--- src/rtl/spx_pkg.sv ---
package spx_pkg;

    // Field selector on the load bus.
    typedef enum logic [1:0] {
        LD_XPOS   = 2'd0,
        LD_ATTR   = 2'd1,
        LD_PAT_HI = 2'd2,
        LD_PAT_LO = 2'd3
    } ld_kind_e;

    localparam int unsigned PIX_W      = 9;          // pixel counter width
    localparam int unsigned SPOS_W     = PIX_W + 1;  // signed position width
    localparam int unsigned WRAP_LIMIT = 294;        // above this, counter is negative
    localparam int unsigned EARLY_SHIFT = 32;        // early-shift distance in pixels
    localparam int unsigned PAT_W      = 16;         // pattern shifter width
    localparam int unsigned COL_W      = 4;          // colour index width

endpackage

--- src/rtl/spx_slot.sv ---
module spx_slot
    import spx_pkg::*;
(
    input  logic                     clk,
    input  logic                     rst_n,
    input  logic                     clear,
    input  logic                     ld_en,
    input  ld_kind_e                 ld_kind,
    input  logic [7:0]               ld_data,
    input  logic                     size_big,
    input  logic                     pix_en,
    input  logic signed [SPOS_W-1:0] pos,
    output logic                     pix_bit,
    output logic [COL_W-1:0]         color,
    output logic                     active
);

    typedef struct packed {
        logic             act;
        logic             early;
        logic [7:0]       xpos;
        logic [COL_W-1:0] col;
        logic [PAT_W-1:0] shf;
    } slot_t;

    localparam int unsigned HALF = PAT_W / 2;

    slot_t st_q, st_d;
    logic signed [SPOS_W-1:0] start_pos;
    logic                     reached;

    always_comb begin
        start_pos = $signed({{(SPOS_W-8){1'b0}}, st_q.xpos});
        if (st_q.early) begin
            start_pos = start_pos - $signed(SPOS_W'(EARLY_SHIFT));
        end
        reached = st_q.act && (pos >= start_pos);
    end

    always_comb begin
        st_d = st_q;
        if (clear) begin
            st_d.act = 1'b0;
            st_d.shf = '0;
        end else if (ld_en) begin
            unique case (ld_kind)
                LD_XPOS: begin
                    st_d.xpos  = ld_data;
                    st_d.act   = 1'b1;
                    st_d.early = 1'b0;
                end
                LD_ATTR: begin
                    st_d.early = ld_data[7];
                    st_d.col   = ld_data[COL_W-1:0];
                end
                LD_PAT_HI: begin
                    st_d.shf = {ld_data, {HALF{1'b0}}};
                end
                LD_PAT_LO: begin
                    if (size_big) begin
                        st_d.shf[HALF-1:0] = ld_data;
                    end
                end
                default: st_d = st_q;
            endcase
        end else if (pix_en && reached) begin
            st_d.shf = {st_q.shf[PAT_W-2:0], 1'b0};
        end
    end

    always_ff @(posedge clk or negedge rst_n) begin
        if (!rst_n) begin
            st_q <= '0;
        end else begin
            st_q <= st_d;
        end
    end

    assign pix_bit = reached && st_q.shf[PAT_W-1];
    assign color   = st_q.col;
    assign active  = st_q.act;

endmodule

--- src/rtl/spx_select.sv ---
module spx_select
    import spx_pkg::*;
#(
    parameter int unsigned NUM_SLOTS = 4
) (
    input  logic [NUM_SLOTS-1:0]            bits,
    input  logic [NUM_SLOTS-1:0][COL_W-1:0] colors,
    output logic                            hit,
    output logic [COL_W-1:0]                win_color,
    output logic                            multi
);

    localparam int unsigned CNT_W = $clog2(NUM_SLOTS + 1);

    logic [CNT_W-1:0] set_cnt;

    always_comb begin
        hit       = 1'b0;
        win_color = '0;
        set_cnt   = '0;
        // Walk from the highest slot down so the lowest opaque slot is the last to write.
        for (int i = NUM_SLOTS - 1; i >= 0; i--) begin
            if (bits[i] && (colors[i] != '0)) begin
                hit       = 1'b1;
                win_color = colors[i];
            end
            set_cnt = set_cnt + CNT_W'(bits[i]);
        end
        multi = (set_cnt > CNT_W'(1));
    end

endmodule

--- src/rtl/spx_sprite_mixer.sv ---
module spx_sprite_mixer
    import spx_pkg::*;
#(
    parameter int unsigned NUM_SLOTS = 4,
    localparam int unsigned SLOT_W   = $clog2(NUM_SLOTS)
) (
    input  logic              clk,
    input  logic              rst_n,
    input  logic              line_clear,
    input  logic              ld_valid,
    input  logic [SLOT_W-1:0] ld_slot,
    input  logic [1:0]        ld_kind,
    input  logic [7:0]        ld_data,
    input  logic              size_big,
    input  logic              pix_en,
    input  logic [PIX_W-1:0]  pix_x,
    input  logic              bg_bit,
    input  logic [7:0]        bg_colors,
    input  logic [7:0]        backdrop,
    input  logic              text_mode,
    input  logic              stat_rd,
    output logic [COL_W-1:0]  pix_color,
    output logic              collide
);

    typedef struct packed {
        logic [COL_W-1:0] color;
        logic             coll;
    } out_t;

    out_t out_q, out_d;

    logic signed [SPOS_W-1:0]       pos;
    logic [NUM_SLOTS-1:0]           slot_bit;
    logic [NUM_SLOTS-1:0]           slot_act;
    logic [NUM_SLOTS-1:0][COL_W-1:0] slot_col;
    logic                           spr_hit;
    logic [COL_W-1:0]               spr_color;
    logic                           spr_multi;
    logic [COL_W-1:0]               fg_col;
    logic [COL_W-1:0]               bk_col;
    logic [COL_W-1:0]               tile_col;

    // Counter values past the visible span stand for positions left of zero.
    always_comb begin
        if (pix_x > PIX_W'(WRAP_LIMIT)) begin
            pos = $signed({1'b1, pix_x});
        end else begin
            pos = $signed({1'b0, pix_x});
        end
    end

    for (genvar g = 0; g < NUM_SLOTS; g++) begin : g_slot
        spx_slot u_slot (
            .clk      (clk),
            .rst_n    (rst_n),
            .clear    (line_clear),
            .ld_en    (ld_valid && (ld_slot == SLOT_W'(g))),
            .ld_kind  (ld_kind_e'(ld_kind)),
            .ld_data  (ld_data),
            .size_big (size_big),
            .pix_en   (pix_en),
            .pos      (pos),
            .pix_bit  (slot_bit[g]),
            .color    (slot_col[g]),
            .active   (slot_act[g])
        );
    end

    spx_select #(.NUM_SLOTS(NUM_SLOTS)) u_select (
        .bits      (slot_bit),
        .colors    (slot_col),
        .hit       (spr_hit),
        .win_color (spr_color),
        .multi     (spr_multi)
    );

    // Tile layer colour.
    always_comb begin
        if (text_mode) begin
            fg_col = backdrop[7:4];
            bk_col = backdrop[3:0];
        end else begin
            fg_col = bg_colors[7:4];
            bk_col = (bg_colors[3:0] == '0) ? backdrop[3:0] : bg_colors[3:0];
        end
        tile_col = bg_bit ? fg_col : bk_col;
    end

    always_comb begin
        out_d = out_q;
        if (stat_rd) begin
            out_d.coll = 1'b0;
        end
        if (pix_en) begin
            out_d.color = spr_hit ? spr_color : tile_col;
            if (spr_multi) begin
                out_d.coll = 1'b1;
            end
        end
    end

    always_ff @(posedge clk or negedge rst_n) begin
        if (!rst_n) begin
            out_q <= '0;
        end else begin
            out_q <= out_d;
        end
    end

    assign pix_color = out_q.color;
    assign collide   = out_q.coll;

endmodule

--- config.mk ---
export PLATFORM = sky130hd
export DESIGN_NAME = spx_sprite_mixer
export DESIGN_NICKNAME = d
export VERILOG_FILES = /design/src/rtl/spx_pkg.sv /design/src/rtl/spx_slot.sv /design/src/rtl/spx_select.sv /design/src/rtl/spx_sprite_mixer.sv
export SDC_FILE = /design/constraint.sdc
export NUM_CORES = 1
export LEC_CHECK = 0
export BUFFER_PORTS_ARGS = -buffer_cell sky130_fd_sc_hd__clkbuf_2
export CELL_PAD_IN_SITES_DETAIL_PLACEMENT = 0
export CELL_PAD_IN_SITES_GLOBAL_PLACEMENT = 1
export CORE_AREA = 3 3 129 131
export DETAILED_ROUTE_END_ITERATION = 6
export DIE_AREA = 0 0 132 134
export PLACE_DENSITY_LB_ADDON = 0.1
export SYNTH_ARGS = -nofsm -noshare
export SYNTH_HDL_FRONTEND = slang
export SYNTH_SLANG_ARGS = --single-unit
--- constraint.sdc ---
create_clock -name clk -period 4.8 [get_ports clk]
set_input_delay 0.96 -clock clk [delete_from_list [all_inputs] [get_ports clk]]
set_output_delay 0.96 -clock clk [all_outputs]
set_load 0.05 [all_outputs]
==> metrics.md <==
| Metric | Value |
|---|---|
| Outcome | `complete, no violations` |
| Critical Path Source | `pix_x[3]` |
| Number of synthesized flops with an enable pin | `0` |
| Max Slew Vio Count | `0` |
| Top cells by area, synth | `dfrtp_1, mux2_2, ha_1, nand2_1, a21oi_1` |
| Main combinational cell family by area after synthesis | `multiplexers` |
| Final Cycle Share | `75.8%` |
| DRC viols | `0` |
| Switching share of power | `28.5%` |
| Syn Area/Cell | `10.0 um^2` |
| Nets | `873` |
| Synth-to-Final Area Change | `12.6%` |
| Yosys top cell by area | `dfrtp_1` |
| Async SR Flop Fraction | `100%` |
| Gpl congestion | `0.853` |
| Max incr delay on CP | `390 ps` |
| Top_reg_cell synth | `dfrtp_1` |
| CP cell instances | `clkbuf_2 > a311o_1 > a211oi_1 > nor2b_1 > ha_1 > inv_1 > nor3_1 > o211ai_1 > o21ai_0 > buf_4 > o21a_1 > a21o_1 > mux2_2` |
| Sw Pwr | `845 uW` |
| DP HPWL | `13.2 mm` |
| # placed instances | `978` |
| Mux contribution to synthesized area | `17.4%` |
| First-iteration detailed-routing DRC count | `366` |
| CP Class | `in2reg` |
| Critical path required time | `5090 ps` |
| Fmax achieved | `0.275 GHz` |
| Max Root-Sink Buffers | `2` |
| Antenna Violating Nets Remaining | `0` |
| Syn nets | `839` |
| Peak VDD IR | `225 uV` |
| I/O pin count | `51` |
| Multi-input logic area | `4020 um^2` |
| PD cells | `352 nW/um^2` |
| Root buf cell | `clkbuf_16` |
| Via count of the routed design | `5690` |
| Slew @ Worst Pin | `982 ps` |
| Final setup fails | `0` |
| Combinational share of power | `19.2%` |
| CP Launch Type | `input pin` |
| Die height | `134 um` |
| Clk_lat worst skew | `420 ps` |
| Yosys top cell area share | `41.9%` |
| GR Util met1 | `28.2%` |
| Placeable Area | `15700 um^2` |
| Met2 Usage GRT | `37.9%` |
| First-pass GRT wire length | `30.8 mm` |
| CP Capture Type | `register` |
| Post-Syn Area | `7470 um^2` |
| Fin Setup TNS | `0 ps` |
| M3 GR Usage | `4.20%` |
| RSZ-0062 raised after global routing | `false` |
| Post-synthesis compound-gate area fraction | `14.5%` |
| Clock transition at path regs | `50 ps` |
| Most common cell in the netlist | `nand2_1` |
| Max-cap check violation count | `0` |
| Post-Synth Simple-Gate Area | `13.2%` |
| Vias in the first global route | `5921` |
| Worst path arrival time | `3930 ps` |
| Vias per cell | `5.63` |
| Total CTS buffers | `17` |
| Tot GR Track Use | `22.0%` |
| Yosys reg bits | `125` |
| Leak | `0.00387 uW` |
| CTS resizes | `0` |
| Yosys warns | `0` |
| WL per Instance | `18.7 um` |
| Synth cell types | `64` |
| Internal | `2120 uW` |
| Post-CTS Setup Inserts | `0` |
| Post-CTS Hold Fix Bufs | `0` |
| Grt total ovfl | `0` |
| Initial core utilization | `47.6%` |
| Critical path fanouts, max | `8` |
| Busiest layer in global routing | `met2` |
| Worst r2r src | `g_slot[2].u_slot.st_q[26]$_DFFE_PN0P_` |
| Final Critical Period | `3640 ps` |
| Die Wd | `132 um` |
| HP Start | `g_slot[0].u_slot.st_q[14]$_DFFE_PN0P_` |
| CP max-delay cell | `mux2_2` |
| Mapped Cells | `747` |
| Synth Area in XOR/XNOR | `0.938%` |
| Final-report hold violation count | `0` |
| Max-slew headroom | `34.2%` |
| Clk_skew | `8.39 ps` |
| Clock power share | `39.0%` |
| Antenna cells | `0` |
| TritonCTS clock tree | `built` |
| Reg area | `3130 um^2` |
| Filler Cell Count | `1444` |
| Initial antenna violation count | `0` |
| CTS HTree Levels | `4` |
| Synth cell count leaders | `nand2_1, dfrtp_1, mux2_2` |
| Fraction of layout cells with a size suffix above 1 | `25.4%` |
| Sequential area share after synthesis | `41.9%` |
| Die area | `17700 um^2` |
| Post-Route WL | `18.9 mm` |
| Adder-Cell Fraction of Synth Area | `7.70%` |
| Reg power frac | `41.8%` |
| Port bufs | `50` |
| Finished Layout Cells | `1010` |
| Hold Crit Class | `reg2reg` |
| Clock sinks | `125` |
| DR pass1 iterations | `5` |
| Row count | `46` |
| Largest net degree at the start of global routing | `74` |
cells in the final DEF (no fill, tap or decap), types with 9 or more instances in the layout:
| cell | netlist | routed |
|---|---|---|
| mux2i_1 | 21 | 21 |
| and3_1 | 10 | 10 |
| clkbuf_2 | 0 | 49 |
| a21oi_1 | 56 | 56 |
| buf_4 | 2 | 9 |
| ha_1 | 46 | 46 |
| o21ai_0 | 17 | 17 |
| o31ai_1 | 23 | 23 |
| nand3_1 | 12 | 12 |
| clkbuf_16 | 0 | 17 |
| nand2_1 | 134 | 134 |
| nor2_1 | 24 | 24 |
| mux2_2 | 86 | 86 |
| dfrtp_1 | 125 | 125 |
| inv_1 | 38 | 38 |
final timing paths:
| check | endpoint | slack (ps) | depth (start not counted) |
|---|---|---|---|
| worst max-delay path | g_slot[1].u_slot.st_q[6]$_DFFE_PN0P_ | 1160 | 13 |
| worst min-delay path | g_slot[0].u_slot.st_q[14]$_DFFE_PN0P_ | 470 | 2 |
| worst max register to register | collide$_DFF_PN0_ | 1200 | 12 |
| worst min register to register | g_slot[0].u_slot.st_q[14]$_DFFE_PN0P_ | 470 | 2 |
| max in group asynchronous | g_slot[2].u_slot.st_q[0]$_DFFE_PN0P_ | 3160 | 2 |
| min in group asynchronous | g_slot[1].u_slot.st_q[22]$_DFFE_PN0P_ | 700 | 1 |
flip-flops by register name, indices dropped and copies added, names as in the netlist:
name                  cells
g_slot.u_slot.st_q      100
collide                   1
pix_color                 4
g_slot.u_slot.active      4
g_slot.u_slot.color      16
layer usage:
| layer | wire length [um] | vias to the layer above |
|---|---|---|
| li1 | - | 2730 |
| met1 | 8610 | 2823 |
| met2 | 9330 | 109 |
| met3 | 658 | 28 |
| met4 | 328 | 0 |
| met5 | 0 | - |
per-stage QoR:
stage	hold WS (ps)	worst slack (ps)	total power (uW)	utilization, %	cell area (um^2)
CTS	478	1130	2990	53.5	8410
floorplan	445	1260	1640	-	7470
global route	512	958	3120	53.5	8410
detailed placement	467	722	1830	50.1	7880
finish	474	1160	2960	53.5	8410
global placement	460	745	1810	50.1	7880
power by group through the flow:
stage | clock network [uW] | logic (uW) | registers (uW)
floorplan | 0 | 399 | 1240
global placement | 0 | 556 | 1250
detailed placement | 0 | 572 | 1250
CTS | 1180 | 574 | 1240
global route | 1230 | 639 | 1250
finish | 1150 | 568 | 1240
critical path, delay by kind of cell:
family,cells,cell delay [ps]
compound gates,6,1590
buf+inv,3,380
fa+ha+maj,1,310
mux,1,390
simple gates,2,300
kinds of logic (layout without fill, tap and decap cells):
kind of cell    count (synthesis)  after routing
compound gates                151            151
buf+inv                        82            129
fa+ha+maj                      46             46
mux                           115            115
simple gates                  220            220
xor+xnor                        8              8
flops                         125            125
area by class of cell:
| type | instances | share of cell area [%] |
|---|---|---|
| clock buffer | 25 | 5.89 |
| multi-input combinational | 540 | 47.8 |
| inverter | 39 | 1.74 |
| timing repair buffer | 58 | 3.72 |
| clock inverter | 7 | 0.446 |
| tap | 216 | 3.21 |
| sequential | 125 | 37.2 |
No activity file was read; power rests on OpenSTA's default activity.
